==> config.mk <==
export PLATFORM = sky130hd
export DESIGN_NAME = dual_interval_timer
export DESIGN_NICKNAME = d
export VERILOG_FILES = /design/src/rtl/dtmr_pkg.sv /design/src/rtl/dtmr_src_mux.sv /design/src/rtl/dtmr_count_unit.sv /design/src/rtl/dtmr_irq_flag.sv /design/src/rtl/dual_interval_timer.sv
export SDC_FILE = /design/constraint.sdc
export NUM_CORES = 1
export LEC_CHECK = 0
export ABC_AREA = 1
export BUFFER_PORTS_ARGS = -buffer_cell sky130_fd_sc_hd__clkbuf_2
export CAP_MARGIN = 10
export CORE_MARGIN = 4
export CORE_UTILIZATION = 50
export DETAILED_ROUTE_END_ITERATION = 12
export GPL_ROUTABILITY_DRIVEN = 0
export PLACE_DENSITY = 0.79
export SLEW_MARGIN = 5
export SYNTH_ARGS = -nofsm -noshare
export SYNTH_HDL_FRONTEND = slang
export SYNTH_SLANG_ARGS = --single-unit
export TNS_END_PERCENT = 50
==> constraint.sdc <==
create_clock -name clk -period 5.9 [get_ports clk]
set_input_delay 0.59 -clock clk [delete_from_list [all_inputs] [get_ports clk]]
set_output_delay 0.59 -clock clk [all_outputs]
set_load 0.03 [all_outputs]
==> src/rtl/dtmr_pkg.sv <==
`timescale 1ns/1ps
package dtmr_pkg;

   typedef enum logic [1:0] {
      MODE_SPLIT   = 2'b00,
      MODE_FUSED   = 2'b01,
      MODE_SPLIT_B = 2'b10,
      MODE_SPLIT_C = 2'b11
   } dtmr_mode_e;

   function automatic logic is_fused(input logic [1:0] m);
      return m == MODE_FUSED;
   endfunction

endpackage

==> src/rtl/dtmr_src_mux.sv <==
`timescale 1ns/1ps
module dtmr_src_mux #(
   parameter int N_SRC = 4,
   parameter int SEL_W = 2
) (
   input  logic [N_SRC-1:0] src,
   input  logic [SEL_W-1:0] sel,
   output logic             en
);

   if (N_SRC < 2) begin : g_bad_n
      $error("dtmr_src_mux: N_SRC must be at least 2");
   end
   if ((1 << SEL_W) < N_SRC) begin : g_bad_w
      $error("dtmr_src_mux: SEL_W too narrow for N_SRC");
   end

   always_comb begin
      en = 1'b0;
      for (int i = 0; i < N_SRC; i++) begin
         if (sel == SEL_W'(i)) en = src[i];
      end
   end

endmodule

==> src/rtl/dtmr_count_unit.sv <==
`timescale 1ns/1ps
module dtmr_count_unit #(
   parameter int W = 8
) (
   input  logic         clk,
   input  logic         rst_n,
   input  logic         run,
   input  logic         en,
   input  logic         hold_wrap,
   input  logic         clr_join,
   input  logic [W-1:0] cmp,
   output logic [W-1:0] cnt,
   output logic [W-1:0] nxt,
   output logic         hit,
   output logic         carry
);

   if (W < 2) begin : g_bad_w
      $error("dtmr_count_unit: W must be at least 2");
   end

   assign nxt   = cnt + 1'b1;
   assign hit   = run & en & (nxt == cmp);
   assign carry = run & en & (&cnt);

   always_ff @(posedge clk or negedge rst_n) begin
      if (!rst_n) begin
         cnt <= '0;
      end else if (!run || clr_join) begin
         cnt <= '0;
      end else if (en) begin
         cnt <= (hit && !hold_wrap) ? '0 : nxt;
      end
   end

endmodule

==> src/rtl/dtmr_irq_flag.sv <==
`timescale 1ns/1ps
module dtmr_irq_flag (
   input  logic clk,
   input  logic rst_n,
   input  logic set,
   input  logic clr,
   output logic flag
);

   always_ff @(posedge clk or negedge rst_n) begin
      if (!rst_n)    flag <= 1'b0;
      else if (set)  flag <= 1'b1;
      else if (clr)  flag <= 1'b0;
   end

endmodule

==> src/rtl/dual_interval_timer.sv <==
`timescale 1ns/1ps
module dual_interval_timer
   import dtmr_pkg::*;
#(
   parameter  int CNT_W = 8,
   parameter  int N_PRE = 3,
   localparam int SEL_W = $clog2(N_PRE + 1)
) (
   input  logic             clk,
   input  logic             rst_n,
   input  logic             run,
   input  logic [1:0]       mode,
   input  logic [SEL_W-1:0] t0_sel,
   input  logic [SEL_W-1:0] t1_sel,
   input  logic [N_PRE-1:0] pre_tick,
   input  logic             ext_tick,
   input  logic [CNT_W-1:0] cmp0,
   input  logic [CNT_W-1:0] cmp1,
   input  logic [1:0]       irq_clr,
   output logic             match0,
   output logic             match1,
   output logic             irq0,
   output logic             irq1
);

   localparam int N_SRC = N_PRE + 1;

   if (N_PRE < 1) begin : g_bad_pre
      $error("dual_interval_timer: N_PRE must be at least 1");
   end

   logic             fused;
   logic             en0, en1_sel, en1;
   logic [CNT_W-1:0] cnt0, cnt1, nxt0, nxt1, hi_after;
   logic             hit0, hit1, carry0, carry1;
   logic             join_hit;
   logic [1:0]       ev;
   logic [1:0]       irq_q;

   assign fused = is_fused(mode);

   dtmr_src_mux #(.N_SRC(N_SRC), .SEL_W(SEL_W)) u_mux0 (
      .src ({ext_tick, pre_tick}),
      .sel (t0_sel),
      .en  (en0)
   );

   dtmr_src_mux #(.N_SRC(N_SRC), .SEL_W(SEL_W)) u_mux1 (
      .src ({match0, pre_tick}),
      .sel (t1_sel),
      .en  (en1_sel)
   );

   assign en1 = fused ? carry0 : en1_sel;

   dtmr_count_unit #(.W(CNT_W)) u_lo (
      .clk       (clk),
      .rst_n     (rst_n),
      .run       (run),
      .en        (en0),
      .hold_wrap (fused),
      .clr_join  (join_hit),
      .cmp       (cmp0),
      .cnt       (cnt0),
      .nxt       (nxt0),
      .hit       (hit0),
      .carry     (carry0)
   );

   dtmr_count_unit #(.W(CNT_W)) u_hi (
      .clk       (clk),
      .rst_n     (rst_n),
      .run       (run),
      .en        (en1),
      .hold_wrap (fused),
      .clr_join  (join_hit),
      .cmp       (cmp1),
      .cnt       (cnt1),
      .nxt       (nxt1),
      .hit       (hit1),
      .carry     (carry1)
   );

   // high byte as it will stand after this step
   assign hi_after = carry0 ? nxt1 : cnt1;
   assign join_hit = fused & hit0 & (hi_after == cmp1);

   assign ev[0] = ~fused & hit0;
   assign ev[1] = fused ? join_hit : hit1;

   always_ff @(posedge clk or negedge rst_n) begin
      if (!rst_n) begin
         match0 <= 1'b0;
         match1 <= 1'b0;
      end else begin
         match0 <= ev[0];
         match1 <= ev[1];
      end
   end

   for (genvar g = 0; g < 2; g++) begin : g_irq
      dtmr_irq_flag u_flag (
         .clk   (clk),
         .rst_n (rst_n),
         .set   (ev[g]),
         .clr   (irq_clr[g]),
         .flag  (irq_q[g])
      );
   end

   assign irq0 = irq_q[0];
   assign irq1 = irq_q[1];

endmodule

# --- Yosys cells after proc, flatten, opt, wreduce, memory -nomap -nowiden ---
# Cells that the tools add are included.
word_totals:
  in_bits: 31
  regBits: 20
  output_inout_bits: 4
op_classes:
  mux: 21
  n_bitwise: 9
  add_sub_neg: 2
  n_reduce_logical: 12
  n_eq_ne: 10
ops:
  columns: ["operator", "count"]
  rows:
  - ["8-bit two-way mux", 7]
  - ["8-bit == test", 3]
  - ["8-bit by 1-bit adder with 8-bit output, second input constant", 2]
  - ["1-bit two-way mux", 14]
  - ["1-bit AND", 8]
  - ["2-bit == test, second input constant", 4]
  - ["8-bit AND reduction", 1]
  - ["2-bit nonzero test", 4]
  - ["2-bit by 1-bit == test with 1-bit output, second input constant", 3]
  - ["2-bit logical NOT", 2]
  - ["1-bit logical AND", 2]
  - ["1-bit logical NOT", 2]
  - ["1-bit logical OR", 1]
  - ["1-bit NOT", 1]

# --- Logic depth before layout (Yosys ltp) ---
# Gate-level depths: netlist of the first run.
logic_depth:
  depth_word: 14
  mapped_depth: 16

# --- Cells and area by module ---
# Synthesis of the first run repeated with hierarchy kept, for this count alone.
hier_totals:
  cells_unflattened: 359
  hier_area_um2: 2102.0
modules_own_cells:
  columns: ["mod", "area_per_inst_um2", "n_inst", "cells_per_inst", "seq_area_each_um2"]
  rows:
  - ["dtmr_count_unit", 748.2, 2, 123, 200.2]
  - ["dual_interval_timer", 422.9, 1, 77, 50.0]
  - ["dtmr_src_mux", 51.3, 2, 13, 0.0]
  - ["dtmr_irq_flag", 40.0, 2, 5, 25.0]

# --- Worst setup path after synthesis of the first run ---
# OpenSTA, ideal clock, no wires.
synth_timing:
  path_type: "reg-to-reg"
  startpoint: "register u_lo.cnt[0]"
  endpoint: "register u_hi.cnt[4]"
  slack_ns: 3.877
  period_less_slack_ns: 2.023
  stages_incl_launch_ff: 13
  t_required_ns: 5.775
  arrival_time_ns: 1.898
  setup_ns: 0.125
  path_cell_list: "dfrtp_1 -> ha_1 -> nand3_1 -> nor2_4 -> inv_2 -> nor2_8 -> nand2_1 -> and2_1 -> buf_6 -> nor2_4 -> nand4_4 -> nand3b_1 -> a21oi_1"
synth_via:
  elab_chain_cells: 9
  word_cells_on_any_way: 18
  classes_between: "1 x add/sub; 2 x eq/ne; 5 x mux; 6 x bitwise; 4 x reduce/logical"
synth_rtl:
  columns: ["item", "line", "text"]
  rows:
  - ["from (decl)", "dtmr_count_unit.sv:12", "output logic [W-1:0] cnt,"]
  - ["from (signal assigned)", "dtmr_count_unit.sv:32", "cnt <= (hit && !hold_wrap) ? '0 : nxt;"]
  - ["parallel branches: the longest is 9 deep, another holds 8-bit by 1-bit adder with 8-bit output", null, null]
  - ["to (signal assigned)", "dtmr_count_unit.sv:32", null]
  - ["to (decl)", "dtmr_count_unit.sv:12", null]
# Several ways; the timed one is not identified. The select of a mux whose other input is x is not followed.
# A chain may end at the register's enable or synchronous reset.

# --- Final worst setup path of the first run ---
layout_timing:
  startpoint: "register u_hi.cnt[0]"
  endpoint: "register u_hi.cnt[2]"
layout_via:
  elab_chain_cells: 7
  word_cells_on_any_way: 12
  classes_between: "1 x add/sub; 2 x eq/ne; 4 x mux; 2 x bitwise; 3 x reduce/logical"
layout_rtl:
  columns: ["item", "line", "text"]
  rows:
  - ["8-bit by 1-bit adder with 8-bit output", "dtmr_count_unit.sv:22", "assign nxt = cnt + 1'b1;"]
  - ["8-bit == test", "dtmr_count_unit.sv:23", "assign hit = run & en & (nxt == cmp);"]
  - ["1-bit AND", "dtmr_count_unit.sv:23", null]
  - ["1-bit logical AND", "dtmr_count_unit.sv:32", null]
  - ["8-bit two-way mux", "dtmr_count_unit.sv:32", null]
  - ["8-bit two-way mux", "dtmr_count_unit.sv:31", "end else if (en) begin"]
  - ["8-bit two-way mux", "dtmr_count_unit.sv:29", "end else if (!run || clr_join) begin"]
# Parallel ways exist; a longest one is shown, timed or not. The select of a mux whose other input is x is not followed.

==> qor.csv, run 1 <==
stage;metric;value;unit
run_status;outcome;finished clean;
die;initial_utilization;52.7;%
die;fp.dieW;70.6;um
timing;worst_slew_pin_slew;0.512;ns
synth;synth_warnings;0;
timing;finalCriticalPeriod;2.50;ns
global_route;grt_use_met1;28.8;%
clock_tree;post_cts_buffers;0;
global_route;grt-ovfl-total;0;
route;drt-total-wl;4.87;mm
run;maxCapViolCount;0;
final_layout;area_growth;13.2;%
worst_setup_path;r2r_start;u_hi.cnt[0]$_DFFE_PN0P_;
final_layout;fillers;369;
route;avgViaCountPerCell;5.22;
power_and_ir_drop;ir_worst_vdd;0.000117;V
global_route;busiest_layer;met2;
clock_tree;cts_root_buf;clkbuf_8;
timing;rsz0062_at_grt;no;
worst_setup_path;path_depth;12;
timing;fin_crit_sh;42.4;%
placement;dp_hpwl;4.02;mm
clock_tree;cts_tree;yes;
die;rows;22;
worst_setup_path;cp_top_family;simple AND/OR/NAND/NOR gates;
worst_setup_path;max_stage_delay;0.49;ns
timing;setup_tns;0;ns
worst_setup_path;start_kind;flip-flop;
die;io_pins;35;
worst_setup_path;path_buf_inv;0;
route;first_iter_violations;115;
worst_setup_path;crit_top_cell;nand3_1;
worst_setup_path;path_cells;ha_1 -> nand3_1 -> nor2_1 -> nand2_1 -> xor2_1 -> nand2_1 -> nand3_1 -> nand3_1 -> nor2_1 -> nand3_2 -> nand2_2 -> a21oi_1;
die;core;0.00372;mm2
final_layout;drive_gt1_share;16.2;%
timing;fmax;0.400;GHz
route;dr.pass1.iters;4;
synth;ys_ff_latch;20;
clock_tree;insertion_delay;0.27;ns
global_route;gr-usage-all-layers;21.1;%
worst_setup_path;criticalPathCategory;flip-flop to flip-flop;
synth;syn_area;0.00196;mm2
timing;fin_skew;0.00446;ns
final_layout;register_area;500;um2
synth;syn_inst;316;
final_layout;fin_nets;385;
route;drcViolationCount;0;
synth;synth_area_leader_cell;dfrtp_1;
synth;yosysSeqAreaShare;25.6;%
worst_setup_path;reg2reg_slack;3.40;ns
timing;hold_viol;0;
worst_setup_path;crit_end;u_hi.cnt[2]$_DFFE_PN0P_;
die;die-height;70.6;um
worst_setup_path;end_kind;flip-flop;
final_layout;multi_input_area;0.00125;mm2
clock_tree;cts.sinks;20;
clock_tree;htree_levels;1;
min_path;hold_class;primary input to asynchronous set/reset pin;
clock_tree;cts_buffer_depth;2;
final_layout;n_antenna_cell;0;
clock_tree;clk_transition_reported_paths;0.08;ns
worst_setup_path;r2r_cells;12;
timing;drv_slew;0;
route;ant_nets;0;
power_and_ir_drop;p_per_area;148;mW/mm2
global_route;grt_use_met2;34.1;%
synth;yosys-top-cells-area;dfrtp_1 26%, nand2_1 20%, nand3_1 10%, inv_1 8.4%, xor2_1 5.4%;
worst_setup_path;critPathMaxFanout;14;
placement;io_buffers;34;
worst_setup_path;rr_endpoint;u_hi.cnt[2]$_DFFE_PN0P_;
die;die-area;0.00498;mm2
timing;relSlewSlack;65.9;%
worst_setup_path;cp.required;6.05;ns
route;vias;2084;
synth;synth_cell_types;30;
global_route;grt_max_degree;21;
global_route;grt_pass1_wl;8.60;mm
global_route;antenna_found_initial;0;
power_and_ir_drop;power.leakage;1.22;nW
clock_tree;cts_inserted_buffers;3;
global_route;met3_usage;3.41;%
synth;synth.top_cell.area_share;25.6;%
worst_setup_path;slowest_stage;dfrtp_1;
worst_setup_path;startpoint;u_hi.cnt[0]$_DFFE_PN0P_;
synth;synth.avg_cell_area;6.19;um2
synth;synth_nets;349;
clock_tree;ctsHoldBuffers;0;
global_route;grt_pass1_vias;2022;
clock_tree;ctsResizeCount;0;
power_and_ir_drop;p_total;0.000328;W
timing;setup_violations;0;
route;wl_per_cell;12.2;um
worst_setup_path;critical_path_arrival;2.65;ns
==> layer usage <==
metal | wire length [um] | vias to the layer above | share of wire [%]
met5 | 0 | - | 0
met4 | 98 | 0 | 2.0
met3 | 309 | 11 | 6.3
met2 | 2190 | 63 | 45
met1 | 2280 | 928 | 47
li1 | - | 1082 | -
==> worst min path at each step <==
stage	cells after the start	endpoint	from	slack, ns
2_1_floorplan	0	g_irq[0].u_flag.flag$_DFFE_PN0P_	rst_n	0.29
3_3_place_gp	2	g_irq[0].u_flag.flag$_DFFE_PN0P_	g_irq[0].u_flag.flag$_DFFE_PN0P_	0.52
3_5_place_dp	2	g_irq[0].u_flag.flag$_DFFE_PN0P_	g_irq[0].u_flag.flag$_DFFE_PN0P_	0.53
4_1_cts	1	match1$_DFF_PN0_	rst_n	0.30
5_1_grt	1	u_hi.cnt[5]$_DFFE_PN0P_	rst_n	0.33
6_report	1	match1$_DFF_PN0_	rst_n	0.28
==> sequential cells by signal, indices dropped and copies added, names as in the netlist <==
name and count:
u_hi.cnt 8, u_lo.cnt 8, g_irq.u_flag.flag 2, match0 1, match1 1
==> Yosys cell counts <==
master / count
buf_6: 2
nand3_2: 2
o21bai_1: 1
nand4_4: 1
inv_1: 44
or2_2: 2
o21ai_1: 1
nand3b_2: 1
xnor2_1: 3
o211ai_1: 1
o21ai_0: 6
nor2_4: 2
o22ai_1: 1
xor2_1: 12
buf_2: 1
nand3b_1: 4
nor3_1: 2
nand4_1: 13
nand2_2: 3
ha_1: 2
and2_1: 1
inv_2: 4
nand3_4: 1
dfrtp_1: 20
nor2_2: 2
nor2_8: 1
nand3_1: 41
nand2_1: 105
nor2_1: 26
a21oi_1: 11
==> cell families after synthesis <==
kind of cell	after synthesis	share of synthesized area, %
xor+xnor	15	6.71
flops	20	25.6
fa+ha+maj	2	1.28
compound gates	21	5.69
buf+inv	51	10.6
simple gates	207	50.1
==> where the power goes <==
part	internal (W)	total [W]	leakage, nW	switching (W)
Sequential	0.000140	0.000145	0.276	0.00000500
Combinational	0.0000275	0.0000742	0.914	0.0000467
Clock	0.0000596	0.000109	0.0288	0.0000490
Total	0.000227	0.000328	1.22	0.000101
==> metrics by stage <==
step / instances / hold slack [ns] / area [um2] / worst slack (ns) / utilization [%]
finish: 399 / 0.276 / 2210 / 3.40 / 59.6
global route: 399 / 0.328 / 2210 / 3.09 / 59.6
CTS: 399 / 0.299 / 2210 / 3.40 / 59.6
detailed placement: 395 / 0.528 / 2160 / 3.36 / 58.1
global placement: 395 / 0.523 / 2160 / 3.38 / 58.1
floorplan: 316 / 0.294 / 1960 / 3.88 / -
==> worst reg2reg max path, cell delays in order, from the launching register on <==
cell and delay (ns):
dfrtp_1 0.49, ha_1 0.25, nand3_1 0.10, nor2_1 0.11
nand2_1 0.07, xor2_1 0.31, nand2_1 0.12, nand3_1 0.12
nand3_1 0.10, nor2_1 0.12, nand3_2 0.24, nand2_2 0.27
a21oi_1 0.07
==> placed cells by master (no fill, tap or decap), types with 4 or more instances in the layout <==
cell / synthesis / layout
a21oi_1: 11 / 11
clkbuf_2: 0 / 34
clkbuf_8: 0 / 4
dfrtp_1: 20 / 20
inv_1: 44 / 44
inv_2: 4 / 4
nand2_1: 105 / 105
nand3_1: 41 / 41
nand3b_1: 4 / 4
nand4_1: 13 / 13
nor2_1: 26 / 26
o21ai_0: 6 / 6
xor2_1: 12 / 12
==> cell type report <==
| type | instances | share of cell area, % |
|---|---|---|
| multi-input combinational | 245 | 56.4 |
| inverter | 48 | 8.14 |
| timing repair buffer | 34 | 7.68 |
| tap | 48 | 2.71 |
| sequential | 20 | 22.6 |
| clock buffer | 4 | 2.49 |
Power figures use the tool's default switching activity.
==> inputs of run 2 (changes only) <==
==> constraint.sdc (replaced) <==
create_clock -name clk -period 2.6 [get_ports clk]
set_input_delay 0.26 -clock clk [delete_from_list [all_inputs] [get_ports clk]]
set_output_delay 0.26 -clock clk [all_outputs]
set_load 0.03 [all_outputs]
==> run 2 against run 1 <==
Sequential power up 130%. Critical path depth unchanged. Clock power rose to 2.9 times the previous value. Count of clock-buffer cells in the layout shrank 1. Via count is 1.2% higher. Non-clock buffer count grew 4. Fmax increased by 4.8%. Largest power group unchanged. Largest cell class unchanged. Die area is the same. Critical endpoint is now u_hi.cnt[1]$_DFFE_PN0P_.
==> qor.csv, run 2 (synthesis results as in run 1) <==
stage;metric;value;unit
run_status;outcome;finished clean;
final_layout;final_cell_mix;105 x nand2_1, 44 x inv_1, 41 x nand3_1;
power_and_ir_drop;power_frac_comb;21.1;%
clock_tree;cts_buffer_depth;2;
worst_setup_path;cp.required;2.75;ns
clock_tree;cts_tree;yes;
clock_tree;cts.sinks;20;
timing;fmax;0.419;GHz
final_layout;fin_nets;389;
final_layout;utilization;61.6;%
final_layout;reg_top3;u_hi.cnt x8, u_lo.cnt x8, g_irq.u_flag.flag x2;
final_layout;finalInstanceArea;0.00229;mm2
worst_setup_path;startpoint;u_lo.cnt[0]$_DFFE_PN0P_;
worst_setup_path;criticalPathCategory;flip-flop to flip-flop;
placement;io_buffers;34;
timing;hold_viol;0;
min_path;hold_class;primary input to flip-flop;
clock_tree;clk_transition_reported_paths;0.08;ns
die;io_pins;35;
timing;rsz0062_at_grt;no;
placement;dp_hpwl;3.93;mm
route;avgViaCountPerCell;5.23;
worst_setup_path;max_stage_delay;0.42;ns
power_and_ir_drop;switching_share;28.1;%
worst_setup_path;path_cells;ha_1 -> nand3_1 -> o21ai_1 -> nand2_1 -> nand2_1 -> nand2_1 -> nor2_1 -> nand4_1 -> nor2_2 -> nand3_4 -> nand2_4 -> a21oi_1;
die;fp.dieW;70.6;um
power_and_ir_drop;internal-power;0.000589;W
run;maxCapViolCount;0;
timing;relSlewSlack;66.5;%
die;rows;22;
final_layout;fillers;344;
power_and_ir_drop;power_frac_clock;38.7;%
die;core;0.00372;mm2
global_route;grt_max_degree;21;
final_layout;n_antenna_cell;0;
power_and_ir_drop;p_total;0.000819;W
worst_setup_path;start_kind;flip-flop;
timing;setup_tns;0;ns
route;ant_nets;0;
final_layout;multi_input_area;0.00128;mm2
timing;worst_slew_pin_slew;0.502;ns
power_and_ir_drop;ir_worst_vdd;0.000283;V
worst_setup_path;end_kind;flip-flop;
final_layout;register_area;500;um2
clock_tree;insertion_delay;0.27;ns
worst_setup_path;slowest_stage;dfrtp_1;
die;initial_utilization;52.7;%
timing;finalCriticalPeriod;2.39;ns
placement;place_area;0.00217;mm2
clock_tree;cts_root_buf;clkbuf_8;
worst_setup_path;critical_path_arrival;2.54;ns
timing;setup_violations;0;
clock_tree;htree_levels;1;
worst_setup_path;crit_top_cell;nand2_1;
power_and_ir_drop;power.leakage;1.25;nW
route;dr.pass1.iters;4;
global_route;grt_pass1_vias;1842;
global_route;grt-ovfl-total;0;
final_layout;final_common_cell;nand2_1;
min_path;hp-start;irq_clr[0];
power_and_ir_drop;p_seq_share;40.2;%
global_route;antenna_found_initial;0;
final_layout;area_growth;17.1;%
worst_setup_path;r2r_start;u_lo.cnt[0]$_DFFE_PN0P_;
global_route;gr-usage-all-layers;19.6;%
route;drt-total-wl;4.94;mm
final_layout;drive_gt1_share;17.5;%
power_and_ir_drop;p_sw;0.000230;W
global_route;grt_pass1_wl;8.11;mm
clock_tree;cts_inserted_buffers;3;
die;die-height;70.6;um
die;die-area;0.00498;mm2
timing;fin_crit_sh;91.8;%
worst_setup_path;critPathMaxFanout;14;
route;vias;2108;
route;drcViolationCount;0;
route;first_iter_violations;134;
timing;drv_slew;0;
route;wl_per_cell;12.3;um
power_and_ir_drop;p_per_area;358;mW/mm2
timing;fin_skew;0.00419;ns
==> run 2: cell type report <==
cell class / count / share of cell area, %
Multi-Input combinational cell: 245 / 55.7
Tap cell: 48 / 2.62
Clock buffer: 3 / 1.80
Sequential cell: 20 / 21.8
Inverter: 48 / 7.86
Clock inverter: 1 / 1.31
Timing Repair Buffer: 38 / 8.85
==> run 2: timing repair <==
action	CTS	global route
gates resized for setup	0	5
hold buffers	1	0
setup buffers	0	1
endpoints found under the hold margin	20	0
setup endpoints to repair	0	10
==> run 2: routing by layer <==
metal  share of wire, %  vias to the layer above  GRT usage, %  routed length, um
li1                   -                     1093             -                  -
met5                  0                        -             0                  0
met3                6.7                        6          3.98                329
met1                 48                      950          29.0               2370
met2                 45                       59          29.7               2200
met4               0.89                        0          4.18                 44
==> run 2: worst max-delay path: cells and delay by family, from the launching register on <==
family,cells,cell delay [ns]
AO/OA/AOI/OAI,2,0.23
AND/OR/NAND/NOR,9,1.36
flip-flops,1,0.42
adder cells (fa/ha/maj),1,0.26
==> run 2: worst paths after layout <==
kind,endpoint,slack [ns],cells after the start
setup / recovery,u_hi.cnt[1]$_DFFE_PN0P_,0.21,12
hold / removal,g_irq[0].u_flag.flag$_DFFE_PN0P_,0.18,2
setup reg to reg,u_hi.cnt[1]$_DFFE_PN0P_,0.21,12
hold reg to reg,g_irq[0].u_flag.flag$_DFFE_PN0P_,0.54,2
max in group asynchronous,u_hi.cnt[7]$_DFFE_PN0P_,1.77,2
min in group asynchronous,match1$_DFF_PN0_,0.48,2
==> run 2: per-stage QoR <==
| stage | instances | setup slack, ns | hold WS [ns] |
|---|---|---|---|
| after detailed placement | 397 | 0.139 | 0.264 |
| after floorplan | 316 | 0.577 | -0.0356 |
| final | 403 | 0.213 | 0.177 |
| after global routing | 403 | 0.00109 | 0.195 |
| after CTS | 402 | 0.123 | 0.181 |
| after global placement | 397 | 0.152 | 0.263 |
==> run 2: power groups by stage <==
stage | Combinational (W) | Clock (W) | Sequential [W]
global placement | 0.000167 | 0 | 0.000335
global route | 0.000195 | 0.000335 | 0.000331
floorplan | 0.000110 | 0 | 0.000333
CTS | 0.000171 | 0.000321 | 0.000329
detailed placement | 0.000168 | 0 | 0.000335
finish | 0.000173 | 0.000317 | 0.000330
==> inputs of run 3 (changes only) <==
--- a/config.mk
+++ b/config.mk
@@ -6,15 +6,17 @@
 export NUM_CORES = 1
 export LEC_CHECK = 0
 export ABC_AREA = 1
+export ABC_CLOCK_PERIOD_IN_PS = 2600
 export BUFFER_PORTS_ARGS = -buffer_cell sky130_fd_sc_hd__clkbuf_2
 export CAP_MARGIN = 10
 export CORE_MARGIN = 4
-export CORE_UTILIZATION = 50
+export CORE_UTILIZATION = 55
 export DETAILED_ROUTE_END_ITERATION = 12
 export GPL_ROUTABILITY_DRIVEN = 0
-export PLACE_DENSITY = 0.79
+export PLACE_DENSITY = 0.84
 export SLEW_MARGIN = 5
 export SYNTH_ARGS = -nofsm -noshare
 export SYNTH_HDL_FRONTEND = slang
+export SYNTH_HIERARCHICAL = 1
 export SYNTH_SLANG_ARGS = --single-unit
 export TNS_END_PERCENT = 50
==> run 3 against run 2 <==
Critical path type unchanged. Cell area up 15%. Worst hold slack improved by 0.042 ns. Global-route usage increased by 0.63 points. Via count grew 7.4%. Flip-flop and latch count unchanged. The flow now finishes with violations (negative setup slack).
==> qor.csv, run 3 <==
stage;metric;value;unit
worst_setup_path;r2r_start;u_lo/cnt[1]$_DFFE_PN0P_;
final_layout;final_cell_mix;141 x nand2_1, 51 x inv_1, 34 x clkbuf_2;
worst_setup_path;r2r_cells;19;
final_layout;reg_top3;u_hi/cnt x8, u_lo/cnt x8, g_irq.u_flag/flag x2;
run_status;outcome;complete, but fails checks;
clock_tree;insertion_delay;0.26;ns
run_status;failed_checks;negative setup slack;
timing;relSlewSlack;66.3;%
run;maxCapViolCount;0;
global_route;grt_pass1_wl;8.21;mm
worst_setup_path;start_kind;flip-flop;
power_and_ir_drop;p_sw;0.000238;W
final_layout;area_growth;27.2;%
worst_setup_path;cp_top_family;simple AND/OR/NAND/NOR gates;
timing;setup_violations;15;
clock_tree;htree_levels;1;
placement;dp_hpwl;3.88;mm
worst_setup_path;slowest_stage;dfrtp_1;
placement;dp_cells;439;
route;first_iter_violations;145;
power_and_ir_drop;ir_worst_vdd;0.000372;V
route;wl_per_cell;12.1;um
worst_setup_path;reg2reg_slack;-0.02;ns
die;io_pins;35;
power_and_ir_drop;p_per_area;320;mW/mm2
worst_setup_path;end_kind;flip-flop;
worst_setup_path;criticalPathCategory;flip-flop to flip-flop;
synth;synth.avg_cell_area;5.89;um2
clock_tree;clk_transition_reported_paths;0.08;ns
min_path;hp-start;irq_clr[1];
die;die-height;69.5;um
die;initial_utilization;56.8;%
power_and_ir_drop;p_seq_share;38.6;%
min_path;hold_class;primary input to flip-flop;
route;vias;2263;
final_layout;final_common_cell;nand2_1;
clock_tree;cts_buffer_depth;2;
timing;drv_slew;0;
clock_tree;cts.sinks;20;
global_route;grt_pass1_vias;1942;
final_layout;n_antenna_cell;0;
power_and_ir_drop;switching_share;28.1;%
timing;fin_crit_sh;101;%
timing;rsz0062_at_grt;yes;
power_and_ir_drop;internal-power;0.000608;W
route;avgViaCountPerCell;5.02;
worst_setup_path;rr_endpoint;u_lo/cnt[6]$_DFFE_PN0P_;
min_path;hold_depth;4;
worst_setup_path;critPathMaxFanout;8;
route;dr.pass1.iters;4;
worst_setup_path;max_stage_delay;0.42;ns
final_layout;utilization;72.2;%
worst_setup_path;crit_top_cell;nand2_1;
clock_tree;cts_inserted_buffers;3;
timing;fmax;0.381;GHz
synth;synth_warnings;6;
route;ant_nets;0;
power_and_ir_drop;power_frac_clock;37.1;%
clock_tree;cts_tree;yes;
timing;finalCriticalPeriod;2.62;ns
worst_setup_path;critical_path_arrival;2.78;ns
placement;dp_slack;-0.121;ns
route;drcViolationCount;0;
die;fp.dieW;69.5;um
synth;syn_inst;353;
timing;fin_skew;0.00417;ns
final_layout;fin_nets;437;
final_layout;drive_gt1_share;33.0;%
power_and_ir_drop;p_total;0.000845;W
placement;io_buffers;34;
final_layout;instances_no_fill;451;
synth;syn_area;0.00208;mm2
die;die-area;0.00483;mm2
min_path;hold_path_end;g_irq[1].u_flag/flag$_DFFE_PN0P_;
route;drt-total-wl;5.45;mm
worst_setup_path;path_cells;ha_4 -> nand3_1 -> o21bai_1 -> nand2_1 -> nand2_1 -> nand2_1 -> nor2_2 -> and3_4 -> inv_2 -> nor2_2 -> nand2_1 -> nor2_2 -> nand3_2 -> nor2_4 -> inv_2 -> nand2_2 -> nor2_4 -> nand2_1 -> nand2_1;
synth;synth_nets;386;
clock_tree;cts_root_buf;clkbuf_8;
timing;hold_viol;0;
power_and_ir_drop;power_frac_comb;24.3;%
global_route;grt_max_degree;21;
global_route;gr-usage-all-layers;20.3;%
timing;setup_slack;-0.0220;ns
timing;worst_slew_pin_slew;0.505;ns
global_route;antenna_found_initial;0;
worst_setup_path;path_buf_inv;2;
die;rows;22;
global_route;grt-ovfl-total;0;
die;core;0.00366;mm2
worst_setup_path;cp.required;2.76;ns
power_and_ir_drop;power.leakage;1.45;nW
==> run 3: worst max-delay path by stage <==
stage	startpoint	endpoint	slack, ns	depth (start not counted)
2_1_floorplan	u_lo/cnt[0]$_DFFE_PN0P_	g_irq[1].u_flag/flag$_DFFE_PN0P_	0.04	20
3_3_place_gp	u_lo/cnt[1]$_DFFE_PN0P_	u_lo/cnt[5]$_DFFE_PN0P_	-0.08	18
3_5_place_dp	u_lo/cnt[0]$_DFFE_PN0P_	u_lo/cnt[3]$_DFFE_PN0P_	-0.12	18
4_1_cts	u_lo/cnt[0]$_DFFE_PN0P_	u_hi/cnt[4]$_DFFE_PN0P_	-0.00007	18
5_1_grt	u_lo/cnt[1]$_DFFE_PN0P_	u_hi/cnt[6]$_DFFE_PN0P_	-0.19	19
6_report	u_lo/cnt[1]$_DFFE_PN0P_	u_lo/cnt[6]$_DFFE_PN0P_	-0.02	19
==> run 3: through the flow <==
step                        TNS (ns)  hold WS, ns  area, um2
after floorplan                    0      -0.0356       2080
after global placement        -0.777        0.250       2330
after detailed placement       -1.56        0.256       2330
after CTS                 -0.0000682        0.214       2440
after global routing           -2.84        0.230       2640
final                         -0.156        0.219       2640
==> run 3: area by class of cell <==
cell class	count	area (um2)
flip-flops and latches	20	503
repair buffers	48	282
fillers	295	1020
clock inverters	1	30.0
multi-input cells	265	1480
well taps	48	60.1
clock buffers	3	41.3
inverters	66	248
==> run 3: power by group through the flow <==
stage | clock (W) | sequential [W] | combinational [W]
final | 0.000314 | 0.000326 | 0.000205
after global routing | 0.000334 | 0.000327 | 0.000228
after CTS | 0.000315 | 0.000324 | 0.000168
after detailed placement | 0 | 0.000330 | 0.000163
after global placement | 0 | 0.000329 | 0.000160
after floorplan | 0 | 0.000333 | 0.0000956
==> run 3: what timing repair did <==
item,in CTS,in global routing
setup buffers,0,7
hold buffers,1,0
cloned,0,0
setup endpoints to repair,17,18
resized for setup,7,45
pin swaps,0,26
hold endpoints to repair,20,0
==> run 3: tightest hold or removal path, stage by stage <==
cell and delay [ns]:
clkbuf_2 0.07, inv_1 0.03, nand2_1 0.04, nand2_1 0.04
==> run 3: routing by layer <==
metal | up-vias | wire length [um] | part of all wire, % | track usage, %
met3 | 12 | 337 | 6.2 | 3.62
met5 | - | 0 | 0 | 0
met4 | 0 | 79 | 1.5 | 1.74
li1 | 1162 | - | - | -
met1 | 1023 | 2330 | 43 | 26.0
met2 | 66 | 2700 | 50 | 36.5
